<file path="src/rtl/pt_walker_pkg.sv">
package pt_walker_pkg;

    typedef enum logic [1:0] {
        FLT_NONE       = 2'd0,
        FLT_NONCANON   = 2'd1,
        FLT_NOTPRESENT = 2'd2
    } pw_fault_e;

    typedef enum logic [1:0] {
        S_IDLE,
        S_ISSUE,
        S_WAIT,
        S_DONE
    } pw_state_e;

endpackage

</file>
<file path="src/rtl/pw_canon.sv">
module pw_canon #(
    parameter int VA_W     = 64,
    parameter int OFF_W    = 12,
    parameter int IDX_W    = 9,
    parameter int MAX_LVLS = 5
) (
    input  logic [VA_W-1:0] va,
    input  logic            five,
    output logic            ok
);
    logic [1:0] mode_ok;

    // mode 0: MAX_LVLS-1 levels, mode 1: MAX_LVLS levels
    for (genvar m = 0; m < 2; m++) begin : g_mode
        localparam int TOP = OFF_W + IDX_W * (MAX_LVLS - 1 + m) - 1;
        assign mode_ok[m] = (&va[VA_W-1:TOP]) | ~(|va[VA_W-1:TOP]);
    end

    assign ok = mode_ok[five];
endmodule

</file>
<file path="src/rtl/pw_entry_addr.sv">
module pw_entry_addr #(
    parameter int VA_W     = 64,
    parameter int OFF_W    = 12,
    parameter int IDX_W    = 9,
    parameter int MAX_LVLS = 5,
    parameter int LVL_W    = 3
) (
    input  logic [VA_W-1:0]  va,
    input  logic [VA_W-1:0]  table_base,
    input  logic [LVL_W-1:0] lvl,
    output logic [VA_W-1:0]  entry_addr
);
    localparam int ENT_SHIFT = 3;   // 8-byte entries
    localparam int N_SLOTS   = 2 ** LVL_W;

    logic [IDX_W-1:0] idx_by_lvl [N_SLOTS];
    logic [IDX_W-1:0] idx;

    for (genvar g = 0; g < N_SLOTS; g++) begin : g_idx
        if (g >= 1 && g <= MAX_LVLS) begin : g_used
            assign idx_by_lvl[g] = va[OFF_W + IDX_W * (g - 1) +: IDX_W];
        end else begin : g_unused
            assign idx_by_lvl[g] = '0;
        end
    end

    assign idx        = idx_by_lvl[lvl];
    assign entry_addr = table_base
                      + {{(VA_W - IDX_W - ENT_SHIFT){1'b0}}, idx, {ENT_SHIFT{1'b0}}};
endmodule

</file>
<file path="src/rtl/pt_walker.sv">
module pt_walker
    import pt_walker_pkg::*;
#(
    parameter int VA_W     = 64,
    parameter int OFF_W    = 12,
    parameter int IDX_W    = 9,
    parameter int FRAME_HI = 51,
    parameter int MAX_LVLS = 5,
    parameter int LVL_W    = $clog2(MAX_LVLS + 1)
) (
    input  logic             clk,
    input  logic             rst_n,
    input  logic             req_valid,
    output logic             req_ready,
    input  logic [VA_W-1:0]  req_va,
    input  logic [VA_W-1:0]  req_root,
    input  logic             req_five,
    output logic             mem_req_valid,
    input  logic             mem_req_ready,
    output logic [VA_W-1:0]  mem_req_addr,
    input  logic             mem_rsp_valid,
    input  logic [VA_W-1:0]  mem_rsp_data,
    output logic             done,
    output logic [1:0]       done_fault,
    output logic [LVL_W-1:0] done_level,
    output logic [VA_W-1:0]  done_pa
);
    localparam int HI_PAD = VA_W - FRAME_HI - 1;
    localparam logic [LVL_W-1:0] LVL_TOP5 = LVL_W'(MAX_LVLS);
    localparam logic [LVL_W-1:0] LVL_TOP4 = LVL_W'(MAX_LVLS - 1);
    localparam logic [LVL_W-1:0] LVL_LEAF = LVL_W'(1);

    pw_state_e        state_q, state_d;
    logic [LVL_W-1:0] lvl_q;
    logic [VA_W-1:0]  va_q, base_q;
    logic [VA_W-1:0]  res_pa_q;
    pw_fault_e        res_fault_q;
    logic [LVL_W-1:0] res_lvl_q;

    logic             canon_ok;
    logic [VA_W-1:0]  entry_addr;
    logic             accept, rsp_here, rsp_present, at_leaf;
    logic [VA_W-1:0]  root_base, next_base, leaf_pa;

    pw_canon #(
        .VA_W(VA_W), .OFF_W(OFF_W), .IDX_W(IDX_W), .MAX_LVLS(MAX_LVLS)
    ) u_canon (
        .va   (req_va),
        .five (req_five),
        .ok   (canon_ok)
    );

    pw_entry_addr #(
        .VA_W(VA_W), .OFF_W(OFF_W), .IDX_W(IDX_W),
        .MAX_LVLS(MAX_LVLS), .LVL_W(LVL_W)
    ) u_eaddr (
        .va         (va_q),
        .table_base (base_q),
        .lvl        (lvl_q),
        .entry_addr (entry_addr)
    );

    assign accept      = (state_q == S_IDLE) && req_valid;
    assign rsp_here    = (state_q == S_WAIT) && mem_rsp_valid;
    assign rsp_present = mem_rsp_data[0];
    assign at_leaf     = (lvl_q == LVL_LEAF);
    assign root_base   = {{HI_PAD{1'b0}}, req_root[FRAME_HI:OFF_W], {OFF_W{1'b0}}};
    assign next_base   = {{HI_PAD{1'b0}}, mem_rsp_data[FRAME_HI:OFF_W], {OFF_W{1'b0}}};
    assign leaf_pa     = {{HI_PAD{1'b0}}, mem_rsp_data[FRAME_HI:OFF_W], va_q[OFF_W-1:0]};

    // next-state logic
    always_comb begin
        state_d = state_q;
        unique case (state_q)
            S_IDLE:  if (req_valid) state_d = canon_ok ? S_ISSUE : S_DONE;
            S_ISSUE: if (mem_req_ready) state_d = S_WAIT;
            S_WAIT:  if (mem_rsp_valid)
                         state_d = (!rsp_present || at_leaf) ? S_DONE : S_ISSUE;
            S_DONE:  state_d = S_IDLE;
            default: state_d = S_IDLE;
        endcase
    end

    // state register
    always_ff @(posedge clk) begin
        if (!rst_n) state_q <= S_IDLE;
        else        state_q <= state_d;
    end

    // walk context and result registers
    always_ff @(posedge clk) begin
        if (!rst_n) begin
            lvl_q       <= '0;
            va_q        <= '0;
            base_q      <= '0;
            res_pa_q    <= '0;
            res_fault_q <= FLT_NONE;
            res_lvl_q   <= '0;
        end else if (accept) begin
            va_q        <= req_va;
            base_q      <= root_base;
            lvl_q       <= req_five ? LVL_TOP5 : LVL_TOP4;
            res_pa_q    <= '0;
            res_lvl_q   <= '0;
            res_fault_q <= canon_ok ? FLT_NONE : FLT_NONCANON;
        end else if (rsp_here) begin
            if (!rsp_present) begin
                res_fault_q <= FLT_NOTPRESENT;
                res_lvl_q   <= lvl_q;
            end else if (at_leaf) begin
                res_pa_q    <= leaf_pa;
            end else begin
                base_q      <= next_base;
                lvl_q       <= lvl_q - LVL_LEAF;
            end
        end
    end

    // outputs
    always_comb begin
        req_ready     = (state_q == S_IDLE);
        mem_req_valid = (state_q == S_ISSUE);
        mem_req_addr  = entry_addr;
        done          = (state_q == S_DONE);
        done_fault    = res_fault_q;
        done_level    = res_lvl_q;
        done_pa       = res_pa_q;
    end
endmodule

</file>
<file path="config.mk">
export PLATFORM = sky130hd
export DESIGN_NAME = pt_walker
export DESIGN_NICKNAME = d
export VERILOG_FILES = /design/src/rtl/pt_walker_pkg.sv /design/src/rtl/pw_canon.sv /design/src/rtl/pw_entry_addr.sv /design/src/rtl/pt_walker.sv
export SDC_FILE = /design/constraint.sdc
export NUM_CORES = 1
export LEC_CHECK = 0
export BUFFER_PORTS_ARGS = -buffer_cell sky130_fd_sc_hd__buf_2
export CORE_ASPECT_RATIO = 1.4
export CORE_UTILIZATION = 39
export DETAILED_ROUTE_END_ITERATION = 10
export GPL_ROUTABILITY_DRIVEN = 0
export PLACE_DENSITY_LB_ADDON = 0.3
export SLEW_MARGIN = 15
export SYNTH_ARGS = -nofsm -noshare
export SYNTH_HDL_FRONTEND = slang
export SYNTH_HIERARCHICAL = 1
export SYNTH_SLANG_ARGS = --single-unit
</file>
<file path="constraint.sdc">
create_clock -name clk -period 4.3 [get_ports clk]
set_input_delay 0.215 -clock clk [delete_from_list [all_inputs] [get_ports clk]]
set_output_delay 0.215 -clock clk [all_outputs]
set_load 0.005 [all_outputs]
</file>
# After elaboration in Yosys (flattened, before gate mapping)
# Cells that the tools add are included.
[word_totals]
ff_bits = 159
in_bits = 198
elab_cells = 68
[classes]
add_sub_neg = 2
order_cmp = 2
n_eq_ne = 9
n_mux = 24
n_bitwise = 7
n_reduce_logical = 17
[op_table]
columns = ["cell", "count"]
rows = [
  ["52-bit two-way mux", 4],
  ["52-bit by 12-bit adder with 53-bit output", 1],
  ["9-bit binary-select mux with 3-bit select", 1],
  ["9-bit two-way mux", 2],
  ["17-bit AND reduction", 1],
  ["17-bit OR reduction", 1],
  ["2-bit two-way mux", 8],
  ["3-bit two-way mux", 4],
  ["3-bit AND reduction", 3],
  ["2-bit one-hot mux with 4 select lines", 1],
  ["8-bit AND reduction", 1],
  ["8-bit OR reduction", 1],
  ["2-bit inequality test (second input constant)", 3],
  ["2-bit equality test (second input constant)", 2],
  ["4-bit greater-or-equal comparator (second input constant)", 1],
  ["1-bit two-way mux", 4],
  ["2-bit by 1-bit inequality test with 1-bit output (second input constant)", 2],
  ["1-bit NOT", 4],
  ["3-bit NOT with 4-bit output", 1],
  ["2-bit AND reduction", 2],
  ["2-bit nonzero test", 2],
  ["3-bit by 1-bit equality test with 1-bit output (second input constant)", 1],
  ["3-bit by 1-bit subtractor with 3-bit output (second input constant)", 1],
  ["2-bit by 1-bit equality test with 1-bit output (second input constant)", 1],
  ["7 further kinds", 9],
]

# Depth between registers and ports, before layout
[logic_depth]
word_depth = 8
mapped_depth = 13
ltp_nobuf = 11

# Hierarchy
# The synthesis kept the hierarchy.
[modules_own_cells]
columns = ["mod", "n_inst", "cells_each", "area_per_inst_um2", "seq_area_each_um2"]
rows = [
  ["pt_walker", 1, 830, 6857.8, 3323.2],
  ["pw_entry_addr", 1, 259, 1888.1, 0.0],
  ["pw_canon", 1, 17, 90.1, 0.0],
]

# Worst setup path after synthesis
# OpenSTA, ideal clock, no wires.
[synth_timing]
path_type = "flip-flop to output port"
start = "register lvl_q[0]"
end = "output port mem_req_addr[11]"
arrival_ps = 1932
required_time_ps = 4085
path_slack_ps = 2153
stages_incl_launch_ff = 7
n_path_buf = 2
path_cell_list = "dfxtp_1 -> clkbuf_1 -> buf_1 -> mux2i_1 -> o22ai_1 -> ha_1 -> xnor2_1"
[synth_via]
elab_chain_len = 5
[synth_rtl]
columns = ["element", "line_no", "rtl"]
rows = [
  ["start: declaration", "pt_walker.sv:34", "logic [LVL_W-1:0] lvl_q;"],
  ["start signal: assignment", "pt_walker.sv:102", "lvl_q <= req_five ? LVL_TOP5 : LVL_TOP4;"],
  ["start signal: assignment", "pt_walker.sv:114", "lvl_q <= lvl_q - LVL_LEAF;"],
  ["3-bit NOT with 4-bit output (implied by the code)", "pw_entry_addr.sv:27", "assign idx = idx_by_lvl[lvl];"],
  ["9-bit binary-select mux with 3-bit select", "pw_entry_addr.sv:27", ""],
  ["9-bit two-way mux (implied by the code) (2 in series)", "pw_entry_addr.sv:27", ""],
  ["52-bit by 12-bit adder with 53-bit output", "pw_entry_addr.sv:29", "+ {{(VA_W - IDX_W - ENT_SHIFT){1'b0}}, idx, {ENT_SHIFT{1'b0}}};"],
  ["end: declaration", "pt_walker.sv:20", "output logic [VA_W-1:0] mem_req_addr,"],
]
# No other way between the ends. The select of a mux whose other input is x is not followed.

# Final worst setup path
[layout_timing]
start = "register lvl_q[1]"
end = "output port mem_req_addr[8]"
# The elaborated chain is that of the path after synthesis.

==> results.ini <==
[placement]
dp_hpwl_um=20000
portBuffers=259
place_ws_ns=1.76
place_area_mm2=0.00998

[hold_path]
hold_class=primary input to flip-flop
hold_depth=3

[sta]
hold_ws_ns=0.0168
worst_pin_slew_ns=1.11
setup_ws_ns=1.30
hold_violations=0
rsz0062_at_grt=false
period_minus_slack_ns=3.00
slew_violations=0
finalSetupViolations=0
finalSetupTns_ns=0
skew_ns=0.0115
max-slew-margin-rel_pct=26.0
max_freq_mhz=333
fin_crit_sh_pct=69.8

[detailed_routing]
antenna_left=0
first_iter_violations=716
post-route-drc-count=0
via_per_inst=5.46
routedWlPerCell_um=17.7
wl_um=28900
dr.pass1.iters=5
num_vias=8937

[synth]
syn_area_per_cell_um2=7.98
synthCells=1078
post_synth_instance_area_mm2=0.00861
ys_warn_count=6

[floorplanning]
die_w_um=128
start_util_pct=40.1
io_pins=334
core_area_mm2=0.0214
die_height_um=178
fp.dieArea_mm2=0.0227
rows=63

[global_route]
grt_pass1_wl_um=44400
grt_max_degree=101
antenna_found_initial=3
globalRouteOverflowTotal=0
grt.met1_usage_pct=28.9
grtUsageMet3_pct=5.09
grt_pass1_vias=8201
busiest_layer=met2
grtUsageTotal_pct=25.4
grtUsageMet2_pct=45.1

[layout]
drive_gt1_share_pct=24.7
area_delta_synth_final_pct=26.0
fin_nets=1539
fin_area_mm2=0.0108

[power]
ir_drop_mv=0.277
leakage_uw=0.00438
swShare_pct=33.0
pwr_density_cell_mw_per_mm2=365
seqPwrFrac_pct=42.4
clkPwrFrac_pct=38.3
switchingPower_uw=1310
intPower_uw=2650
p_comb_share_pct=19.3

[setup_path]
crit_fanout=14
critPathMaxStageDelay_ns=0.69
path_class=flip-flop to primary output
crit_arrival_ns=2.79
crit_path_cell_trace=nor2b_1 -> a22oi_1 -> o22ai_1 -> ha_1 -> xnor2_1 -> buf_2
r2r_cells=4
required_ns=4.09
end_kind=primary output
crit_path_top_delay_cell=dfxtp_1
crit_path_start_kind=flip-flop

[clock_tree]
ctsHoldBuffers=27
post_cts_resized=0
cts_sinks=159
insertion_delay_ns=0.45
htreeDepth=4
path_clk_slew_ns=0.08
cts_buffers=17
tritoncts=built
root_buffer=clkbuf_16
postCtsSetupRepairBufs=0
max-clock-path-buffers=2

[outcome]
status=finished, final reports clean

[job]
cap_violations=0

-- power groups by stage --
stage | Sequential [µW] | Clock [µW] | Combinational, µW
after floorplan | 1660 | 0 | 512
after global placement | 1710 | 0 | 737
after detailed placement | 1710 | 0 | 740
after CTS | 1680 | 1550 | 762
after global routing | 1690 | 1610 | 843
final | 1680 | 1520 | 763
-- flip-flops by register name (all words and copies together), names as in the netlist --
signal      flops
base_q         40
done_fault      2
done_level      3
done_pa        52
lvl_q           3
state_q         2
va_q           57
-- critical path, delay by kind of cell, from the launching register on --
| kind | cells | cell delay, ns |
|---|---|---|
| adders and majority gates | 1 | 0.32 |
| buffers and inverters | 1 | 0.15 |
| AOI/OAI and AO/OA | 2 | 0.45 |
| xor gates and xnor gates | 1 | 0.15 |
| DFF | 1 | 0.69 |
| and+or+nand+nor | 1 | 0.58 |
-- final timing paths --
kind,start,endpoint,slack (ns)
setup reg to reg,state_q[1]$_SDFFE_PN0P_,base_q[32]$_SDFFE_PN0P_,1.82
setup / recovery,lvl_q[1]$_SDFFE_PN0P_,mem_req_addr[8],1.30
hold / removal,req_va[27],va_q[27]$_SDFFE_PN0P_,0.02
hold reg to reg,va_q[19]$_SDFFE_PN0P_,va_q[19]$_SDFFE_PN0P_,0.45
-- placed cells by master (no fill, tap or decap), types with 20 or more instances in the layout --
master / n
nand4_1: 20
o21ai_0: 100
dfxtp_1: 159
conb_1: 54
nor2_1: 25
dlygate4sd3_1: 27
a41oi_1: 40
xnor2_1: 41
o31ai_1: 40
a21oi_1: 149
nand3_1: 77
nand2_1: 139
buf_2: 259
-- metal layers --
metal,wire length (µm),up-vias
li1,-,4351
met1,11200,4167
met2,15000,350
met3,1640,67
met4,1040,2
met5,13,-
-- cell type report --
cell class / count / area [µm²]
Timing Repair Buffer: 297 / 1650
Multi-Input combinational cell: 850 / 5040
Clock inverter: 15 / 165
Inverter: 4 / 15.0
Tap cell: 292 / 365
Sequential cell: 159 / 3180
Clock buffer: 17 / 425
Antenna cell: 2 / 5.00
Fill cell: 2148 / 10600
-- through the flow --
step                      cells  utilization, %  total power (µW)
after floorplan            1131               -              2180
after global placement     1575            46.5              2440
after detailed placement   1575            46.5              2450
after CTS                  1634            50.6              3990
after global routing       1636            50.6              4140
final                      1636            50.6              3960
Note: power is estimated with default switching activity, not from simulation.
